File: src/rtl/fsp_pkg.sv
// Package: shared constants and state type of the fuse seed sequencer.
// Assumes a 12-bit register offset space in the fuse controller.
package fsp_pkg;
    localparam int OFF_W = 12;
    localparam logic [OFF_W-1:0] OFF_STATUS = 12'h010;
    localparam logic [OFF_W-1:0] OFF_CMD    = 12'h03C;
    localparam logic [OFF_W-1:0] OFF_ADDR   = 12'h040;
    localparam logic [OFF_W-1:0] OFF_WD0    = 12'h044;
    localparam logic [OFF_W-1:0] OFF_WD1    = 12'h048;
    localparam logic [31:0] OP_WRITE  = 32'h2;
    localparam logic [31:0] OP_DIGEST = 32'h4;
    localparam int STAT_IDLE_BIT = 0;
    localparam int STAT_ERR_BIT  = 1;
    localparam int WIDE_SEL_BIT  = 6;

    typedef enum logic [3:0] {
        S_IDLE, S_COLLECT, S_PRE_POLL, S_WD0, S_WD1, S_ADDR, S_CMD,
        S_POST_POLL, S_DADDR, S_DCMD, S_DPOLL, S_REPORT, S_DONE
    } seq_state_e;
endpackage

File: src/rtl/fsp_seed_buf.sv
// Seed buffer: gathers NWORDS entropy words in arrival order while collect_i
// is high and offers two adjacent words for reading.
// Assumes collect_i is held until full_o and that NWORDS is a power of two.
module fsp_seed_buf #(
    parameter int WORD_W = 32,
    parameter int NWORDS = 16,
    parameter int IDX_W  = 5
) (
    input  logic              clk,
    input  logic              rst_n,
    input  logic              collect_i,
    input  logic              ent_valid_i,
    input  logic [WORD_W-1:0] ent_data_i,
    output logic              ent_ready_o,
    output logic              full_o,
    input  logic [IDX_W-1:0]  rd_idx_i,
    output logic [WORD_W-1:0] rd_word0_o,
    output logic [WORD_W-1:0] rd_word1_o
);
    localparam int SEL_W = $clog2(NWORDS);

    logic [IDX_W-1:0]  fill_q;
    logic [WORD_W-1:0] words_q [NWORDS];
    logic              take;
    logic [SEL_W-1:0]  sel0;
    logic [SEL_W-1:0]  sel1;

    assign ent_ready_o = collect_i && (fill_q < IDX_W'(NWORDS));
    assign full_o      = (fill_q == IDX_W'(NWORDS));
    assign take        = ent_valid_i && ent_ready_o;

    // Count accepted words.
    always_ff @(posedge clk) begin
        if (!rst_n)    fill_q <= '0;
        else if (take) fill_q <= fill_q + IDX_W'(1);
    end

    // One storage register per seed word, written when its slot is next.
    for (genvar g = 0; g < NWORDS; g++) begin : g_word
        always_ff @(posedge clk) begin
            if (!rst_n)                                words_q[g] <= '0;
            else if (take && fill_q == IDX_W'(g))      words_q[g] <= ent_data_i;
        end
    end

    assign sel0       = rd_idx_i[SEL_W-1:0];
    assign sel1       = sel0 + SEL_W'(1);
    assign rd_word0_o = words_q[sel0];
    assign rd_word1_o = words_q[sel1];
endmodule

File: src/rtl/fsp_bus_master.sv
// Bus master: launches one register transaction per command, holds it until
// acknowledged and reports completion in the acknowledge cycle.
// Assumes the target acknowledges for exactly one cycle per request.
module fsp_bus_master #(
    parameter int ADDR_W = 64,
    parameter int WORD_W = 32,
    parameter int OFF_W  = 12
) (
    input  logic              clk,
    input  logic              rst_n,
    input  logic [ADDR_W-1:0] base_i,
    input  logic              cmd_valid_i,
    input  logic              cmd_we_i,
    input  logic [OFF_W-1:0]  cmd_off_i,
    input  logic [WORD_W-1:0] cmd_wdata_i,
    output logic              done_o,
    output logic [WORD_W-1:0] rdata_o,
    output logic              bus_req_o,
    output logic              bus_we_o,
    output logic [ADDR_W-1:0] bus_addr_o,
    output logic [WORD_W-1:0] bus_wdata_o,
    input  logic              bus_ack_i,
    input  logic [WORD_W-1:0] bus_rdata_i
);
    // Launch a transaction when idle, retire it on acknowledge.
    always_ff @(posedge clk) begin
        if (!rst_n) begin
            bus_req_o   <= 1'b0;
            bus_we_o    <= 1'b0;
            bus_addr_o  <= '0;
            bus_wdata_o <= '0;
        end else if (bus_req_o && bus_ack_i) begin
            bus_req_o <= 1'b0;
        end else if (!bus_req_o && cmd_valid_i) begin
            bus_req_o   <= 1'b1;
            bus_we_o    <= cmd_we_i;
            bus_addr_o  <= base_i + ADDR_W'(cmd_off_i);
            bus_wdata_o <= cmd_wdata_i;
        end
    end

    assign done_o  = bus_req_o && bus_ack_i;
    assign rdata_o = bus_rdata_i;

    AST_REQ_HELD: assert property (@(posedge clk) disable iff (!rst_n)
        (bus_req_o && !bus_ack_i) |=> (bus_req_o && $stable(bus_addr_o) && $stable(bus_we_o) && $stable(bus_wdata_o)));
endmodule

File: src/rtl/fsp_poll_timer.sv
// Poll timer: counts consecutive busy status reads of one poll loop and flags
// the read that reaches the limit.
// Assumes the sequencer bumps only when last_o is low and clears on loop exit.
module fsp_poll_timer #(
    parameter int TMO_W = 16
) (
    input  logic             clk,
    input  logic             rst_n,
    input  logic             clear_i,
    input  logic             bump_i,
    input  logic [TMO_W-1:0] limit_i,
    output logic             last_o
);
    logic [TMO_W-1:0] cnt_q;
    logic [TMO_W:0]   cnt_next;

    assign cnt_next = {1'b0, cnt_q} + (TMO_W+1)'(1);
    assign last_o   = cnt_next >= {1'b0, limit_i};

    // Busy-read counter, restarted at every loop exit.
    always_ff @(posedge clk) begin
        if (!rst_n)       cnt_q <= '0;
        else if (clear_i) cnt_q <= '0;
        else if (bump_i)  cnt_q <= cnt_next[TMO_W-1:0];
    end

    AST_NO_BUMP_PAST_LIMIT: assert property (@(posedge clk) disable iff (!rst_n)
        bump_i |-> !last_o);
endmodule

File: src/rtl/fuse_seed_prog.sv
// Fuse seed programming sequencer (top): collects a seed from an entropy port,
// writes it through the fuse controller direct-access registers step by step,
// requests a partition digest and reports pass or fail.
// Assumes configuration inputs hold steady while busy_o is high and that
// NWORDS is even when 64-bit access is selected.
module fuse_seed_prog
    import fsp_pkg::*;
#(
    parameter int SEED_BITS = 512,
    parameter int WORD_W    = 32,
    parameter int ADDR_W    = 64,
    parameter int TMO_W     = 16
) (
    input  logic              clk,
    input  logic              rst_n,
    input  logic              prog_req_i,
    input  logic [31:0]       hw_cfg_i,
    input  logic [ADDR_W-1:0] prog_base_i,
    input  logic [ADDR_W-1:0] fc_base_i,
    input  logic [TMO_W-1:0]  poll_limit_i,
    input  logic              ent_valid_i,
    input  logic [WORD_W-1:0] ent_data_i,
    output logic              ent_ready_o,
    output logic              bus_req_o,
    output logic              bus_we_o,
    output logic [ADDR_W-1:0] bus_addr_o,
    output logic [WORD_W-1:0] bus_wdata_o,
    input  logic              bus_ack_i,
    input  logic [WORD_W-1:0] bus_rdata_i,
    output logic              busy_o,
    output logic              pass_o,
    output logic              fail_o
);
    localparam int NWORDS     = SEED_BITS / WORD_W;
    localparam int IDX_W      = $clog2(NWORDS + 1);
    localparam int WORD_BYTES = WORD_W / 8;

    seq_state_e        state_q;
    logic [IDX_W-1:0]  word_idx_q;
    logic [WORD_W-1:0] fuse_addr_q;
    logic              wide_q;
    logic              busy_q, pass_q, fail_q;

    logic              full;
    logic [WORD_W-1:0] word0, word1;
    logic              cmd_valid, cmd_we;
    logic [OFF_W-1:0]  cmd_off;
    logic [WORD_W-1:0] cmd_wdata;
    logic              done;
    logic [WORD_W-1:0] rdata;
    logic              in_poll, st_idle, st_err, poll_last;
    logic              tmr_clear, tmr_bump;
    logic [IDX_W-1:0]  step;
    logic [WORD_W-1:0] stride;
    logic              last_step;

    fsp_seed_buf #(.WORD_W(WORD_W), .NWORDS(NWORDS), .IDX_W(IDX_W)) u_seed (
        .clk(clk), .rst_n(rst_n), .collect_i(state_q == S_COLLECT),
        .ent_valid_i(ent_valid_i), .ent_data_i(ent_data_i),
        .ent_ready_o(ent_ready_o), .full_o(full),
        .rd_idx_i(word_idx_q), .rd_word0_o(word0), .rd_word1_o(word1)
    );

    fsp_bus_master #(.ADDR_W(ADDR_W), .WORD_W(WORD_W), .OFF_W(OFF_W)) u_bus (
        .clk(clk), .rst_n(rst_n), .base_i(fc_base_i),
        .cmd_valid_i(cmd_valid), .cmd_we_i(cmd_we), .cmd_off_i(cmd_off),
        .cmd_wdata_i(cmd_wdata), .done_o(done), .rdata_o(rdata),
        .bus_req_o(bus_req_o), .bus_we_o(bus_we_o), .bus_addr_o(bus_addr_o),
        .bus_wdata_o(bus_wdata_o), .bus_ack_i(bus_ack_i), .bus_rdata_i(bus_rdata_i)
    );

    fsp_poll_timer #(.TMO_W(TMO_W)) u_tmr (
        .clk(clk), .rst_n(rst_n), .clear_i(tmr_clear), .bump_i(tmr_bump),
        .limit_i(poll_limit_i), .last_o(poll_last)
    );

    assign in_poll   = (state_q == S_PRE_POLL) || (state_q == S_POST_POLL) || (state_q == S_DPOLL);
    assign st_idle   = rdata[STAT_IDLE_BIT];
    assign st_err    = rdata[STAT_ERR_BIT];
    assign tmr_bump  = in_poll && done && !st_err && !st_idle && !poll_last;
    assign tmr_clear = !in_poll || (done && (st_err || st_idle));
    assign step      = wide_q ? IDX_W'(2) : IDX_W'(1);
    assign stride    = wide_q ? WORD_W'(2 * WORD_BYTES) : WORD_W'(WORD_BYTES);
    assign last_step = ({1'b0, word_idx_q} + {1'b0, step}) >= (IDX_W+1)'(NWORDS);

    // Select the register access that the current state needs.
    always_comb begin
        cmd_valid = 1'b1;
        cmd_we    = 1'b1;
        cmd_off   = OFF_STATUS;
        cmd_wdata = '0;
        unique case (state_q)
            S_PRE_POLL, S_POST_POLL, S_DPOLL: cmd_we = 1'b0;
            S_WD0:   begin cmd_off = OFF_WD0;  cmd_wdata = word0; end
            S_WD1:   begin cmd_off = OFF_WD1;  cmd_wdata = word1; end
            S_ADDR:  begin cmd_off = OFF_ADDR; cmd_wdata = fuse_addr_q; end
            S_CMD:   begin cmd_off = OFF_CMD;  cmd_wdata = WORD_W'(OP_WRITE); end
            S_DADDR: begin cmd_off = OFF_ADDR; cmd_wdata = prog_base_i[WORD_W-1:0]; end
            S_DCMD:  begin cmd_off = OFF_CMD;  cmd_wdata = WORD_W'(OP_DIGEST); end
            default: cmd_valid = 1'b0;
        endcase
    end

    // Main sequence: collect, per-step write loop, digest, report.
    always_ff @(posedge clk) begin
        if (!rst_n) begin
            state_q     <= S_IDLE;
            word_idx_q  <= '0;
            fuse_addr_q <= '0;
            wide_q      <= 1'b0;
            busy_q      <= 1'b0;
            pass_q      <= 1'b0;
            fail_q      <= 1'b0;
        end else begin
            unique case (state_q)
                S_IDLE: if (prog_req_i) begin
                    state_q <= S_COLLECT;
                    busy_q  <= 1'b1;
                    wide_q  <= hw_cfg_i[WIDE_SEL_BIT];
                end
                S_COLLECT: if (full) begin
                    state_q     <= S_PRE_POLL;
                    word_idx_q  <= '0;
                    fuse_addr_q <= prog_base_i[WORD_W-1:0];
                end
                S_PRE_POLL: if (done) begin
                    if (st_err || (!st_idle && poll_last)) begin
                        fail_q <= 1'b1; state_q <= S_REPORT;
                    end else if (st_idle) begin
                        state_q <= S_WD0;
                    end
                end
                S_WD0:  if (done) state_q <= wide_q ? S_WD1 : S_ADDR;
                S_WD1:  if (done) state_q <= S_ADDR;
                S_ADDR: if (done) state_q <= S_CMD;
                S_CMD:  if (done) state_q <= S_POST_POLL;
                S_POST_POLL: if (done) begin
                    if (st_err || (!st_idle && poll_last)) begin
                        fail_q <= 1'b1; state_q <= S_REPORT;
                    end else if (st_idle) begin
                        word_idx_q  <= word_idx_q + step;
                        fuse_addr_q <= fuse_addr_q + stride;
                        state_q     <= last_step ? S_DADDR : S_PRE_POLL;
                    end
                end
                S_DADDR: if (done) state_q <= S_DCMD;
                S_DCMD:  if (done) state_q <= S_DPOLL;
                S_DPOLL: if (done) begin
                    if (st_err || (!st_idle && poll_last)) begin
                        fail_q <= 1'b1; state_q <= S_REPORT;
                    end else if (st_idle) begin
                        pass_q <= 1'b1; state_q <= S_REPORT;
                    end
                end
                S_REPORT: begin
                    busy_q  <= 1'b0;
                    state_q <= S_DONE;
                end
                default: state_q <= S_DONE;
            endcase
        end
    end

    assign busy_o = busy_q;
    assign pass_o = pass_q;
    assign fail_o = fail_q;

    AST_RESULT_EXCLUSIVE: assert property (@(posedge clk) disable iff (!rst_n)
        !(pass_q && fail_q));
    AST_RESULT_BEFORE_IDLE: assert property (@(posedge clk) disable iff (!rst_n)
        $fell(busy_q) |-> (pass_q ^ fail_q));
    AST_RESULT_STICKY: assert property (@(posedge clk) disable iff (!rst_n)
        (pass_q || fail_q) |=> ($stable(pass_q) && $stable(fail_q)));
    AST_QUIET_BEFORE_START: assert property (@(posedge clk) disable iff (!rst_n)
        (!busy_q && !pass_q && !fail_q) |-> (!bus_req_o && !ent_ready_o));
    AST_NO_BUS_WHILE_COLLECT: assert property (@(posedge clk) disable iff (!rst_n)
        (state_q == S_COLLECT) |-> !bus_req_o);
endmodule

File: config.mk
export PLATFORM = sky130hd
export DESIGN_NAME = fuse_seed_prog
export DESIGN_NICKNAME = d
export VERILOG_FILES = /design/src/rtl/fsp_pkg.sv /design/src/rtl/fsp_seed_buf.sv /design/src/rtl/fsp_bus_master.sv /design/src/rtl/fsp_poll_timer.sv /design/src/rtl/fuse_seed_prog.sv
export SDC_FILE = /design/constraint.sdc
export NUM_CORES = 1
export LEC_CHECK = 0
export ABC_AREA = 1
export BUFFER_PORTS_ARGS = -buffer_cell sky130_fd_sc_hd__buf_2
export CAP_MARGIN = 0
export CELL_PAD_IN_SITES_DETAIL_PLACEMENT = 1
export CELL_PAD_IN_SITES_GLOBAL_PLACEMENT = 1
export CORE_MARGIN = 5
export CORE_UTILIZATION = 48
export DETAILED_ROUTE_END_ITERATION = 12
export GPL_TIMING_DRIVEN = 0
export PLACE_DENSITY_LB_ADDON = 0.12
export SLEW_MARGIN = 20
export SYNTH_ARGS = -nofsm -noshare
export SYNTH_HDL_FRONTEND = slang
export SYNTH_HIERARCHICAL = 1
export SYNTH_SLANG_ARGS = --single-unit
File: constraint.sdc
create_clock -name clk -period 8.3 [get_ports clk]
set_clock_uncertainty 0.15 [all_clocks]
set_input_delay 0.415 -clock clk [delete_from_list [all_inputs] [get_ports clk]]
set_output_delay 0.415 -clock clk [all_outputs]
set_load 0.01 [all_outputs]
==> results.md <==
* GRT Util Overall at 45.4%
* Critical Path Sink Type: flip-flop
* Setup TNS at 0 ps
* Sink Count at 676
* Crit Reg-Reg Endpoint: u_bus/bus_wdata_o[18]$_SDFFE_PN0P_
* Final #Nets at 6538
* Global-route wire length before repair at 302 mm
* Max incr delay on CP at 980 ps
* Overall power at 11.3 mW
* Sum of net half-perimeters after detailed placement at 155 mm
* First element of the critical path: word_idx_q[1]$_SDFFE_PN0P_
* Final GP Congestion at 1.02
* Clock-pin slew of the registers on the worst-case setup and hold paths at 60 ps
* Final design utilization at 56.4%
* Routed length per instance at 28.8 um
* Remaining Overflow, GRT at 0
* CTS tree: yes
* Total via count after detailed routing at 45800
* Critical Path Source Type: flip-flop
* Initial Utilization at 48.3%
* Count of pins on the block boundary at 347
* Post-route DRC violation count at 0
* Crit path max fanout at 10
* Largest net degree at the start of global routing at 18
* Class of the worst hold path: in2reg
* Worst hold slack across all endpoints at 20.0 ps
* Antenna violations before repair at 7
* Y dimension of the die at 303 um
* CTS root buffer: clkbuf_16
* Startpoint of the worst register-to-register path: word_idx_q[1]$_SDFFE_PN0P_
* Setup crit end: u_bus/bus_wdata_o[18]$_SDFFE_PN0P_
* Synthesis warning total at 6
* Critical path cell sequence: ha_1 -> xor2_1 -> clkbuf_1 -> nand3_1 -> nand3_1 -> nand2_1 -> nand2_1 -> o2111ai_1 -> nor2_1 -> nor2_1
* Total of max-cap violations at 0
* Number of vias per cell after detailed routing at 6.14
* Pwr Density at 235 mW/mm^2
* Slowest library cell on the worst path: xor2_1
* Flop-to-flop setup slack at 3570 ps
* Final period util at 56.9%
* Number of global-route vias before repair at 46400
* Number of CTS-inserted buffers at 82
* Post-CTS setup buffers at 0
* Source-to-sink clock delay at the later pin of the worst-skew pair at 690 ps
* Buffers added on ports at 251
* Slew Limit Headroom at 15.9%
* Peak supply drop at 0.170 mV
* Area overhead of the layout relative to synthesis at 16.7%
* Arrival time worst endpoint at 5120 ps
* Leakage at 21.3 nW
* Proportion of layout cells with a drive suffix above 1 at 9.23%
* Die footprint at 0.0915 mm^2
* Unrepaired setup endpoints after global routing: false
* Filler Cell Count at 11100
* Worst reg-to-reg path cell count at 10
* Slew at the pin with the worst max-slew slack at 1260 ps
* Synth Instances at 5833
* Synthesized cell area at 0.0411 mm^2
* Detailed Route Iter0 Violations at 6156
* Count of instances resized after the clock tree is built at 0
* Count of H-tree levels built during CTS at 3
* Count of cells along the worst hold path at 3
* Floorplan die width at 303 um
* Quantity of hold-fixing buffers added after cts at 42
* Result of the run: finished clean
* Upper clock frequency limit at 0.212 GHz
* Per-instance average area after synthesis at 7.04 um^2
* Maximum root-to-sink buffer count at 3
* Total length of routed wires at 215 mm
* Placeable core region at 0.0850 mm^2
* Worst EP required at 8700 ps
* Remaining antenna violation count after routing at 0
* Final number of hold-violating endpoints at 0
* Classification of the worst setup path: reg2reg
* Count of TritonRoute iterations in the first routing pass at 6
* Max-slew violation total from the final report at 0
* Cell Rows at 107
* Final Setup Violations at 0
* Crit path time final at 4730 ps
cells in the final DEF, fill, tap and decap left out, types with 23 or more instances in the layout:
cell type,n
a21oi_1,158
buf_16,23
buf_2,310
clkbuf_1,261
clkbuf_16,86
dfxtp_1,164
dlygate4sd3_1,42
edfxtp_1,512
ha_1,40
inv_1,693
nand2_1,1791
nand2_2,23
nand3_1,663
nand4_1,31
nor2_1,934
nor3_1,24
o2111ai_1,26
o211ai_1,139
o21ai_0,126
xor2_1,24
per-stage QoR:
step | cell area (um^2) | instances | setup WS, ps
final | 48000 | 7461 | 3570
after global routing | 48000 | 7457 | 3600
after CTS | 47900 | 7457 | 4010
after global placement | 43800 | 7235 | -0.311
after floorplan | 41100 | 5840 | 3910
after detailed placement | 44800 | 7268 | 4050
registers in the layout (all words and copies together), names as in the netlist, 4 cells and up:
register,count
u_seed/fill_q,5
fuse_addr_q,32
u_bus/bus_addr_o,64
u_bus/bus_wdata_o,32
u_seed/words_q,512
u_tmr/cnt_q,16
word_idx_q,5
state_q,4
metal layers:
metal,global-route usage [%],up-vias,share of wire (%),wire length [um]
met4,31.2,10,8.7,18600
met3,14.0,1065,14,29000
met1,54.4,21900,35,74500
met5,0,-,0.034,74
met2,70.1,3346,43,92400
li1,-,19500,-,-
worst max-delay path, delay by kind of cell (launching register included):
family / cells / cell delay, ps
fa+ha+maj: 1 / 350
xor+xnor: 1 / 980
compound gates: 1 / 120
flops: 1 / 700
simple gates: 6 / 1320
buf+inv: 1 / 960
cell type report:
cell class	count	area (um^2)	share of cell area, %
flip-flops and latches	676	18700	38.9
multi-input cells	4100	18500	38.6
inverters	716	2690	5.60
repair buffers	326	2490	5.18
clock buffers	110	2310	4.82
plain buffers	348	1460	3.04
well taps	1144	1430	2.98
clock inverters	37	409	0.853
diodes	4	10.0	0.0209
where the power goes:
group,switching [mW],internal [mW]
combinational,2.47,0.857
sequential,0.225,3.97
clock,1.56,2.20
total,4.26,7.03
worst min-delay path by stage:
stage	startpoint	to	slack (ps)
final	ent_data_i[16]	u_seed/words_q[1][16]$_SDFFCE_PN0P_	20
after global routing	prog_base_i[11]	u_bus/bus_wdata_o[11]$_SDFFE_PN0P_	10
after CTS	prog_base_i[7]	fuse_addr_q[7]$_SDFFE_PN0P_	0.2
after detailed placement	fuse_addr_q[1]$_SDFFE_PN0P_	fuse_addr_q[1]$_SDFFE_PN0P_	290
after global placement	fuse_addr_q[1]$_SDFFE_PN0P_	fuse_addr_q[1]$_SDFFE_PN0P_	290
after floorplan	fuse_addr_q[1]$_SDFFE_PN0P_	fuse_addr_q[1]$_SDFFE_PN0P_	270
Note: power is estimated with default switching activity, not from simulation.
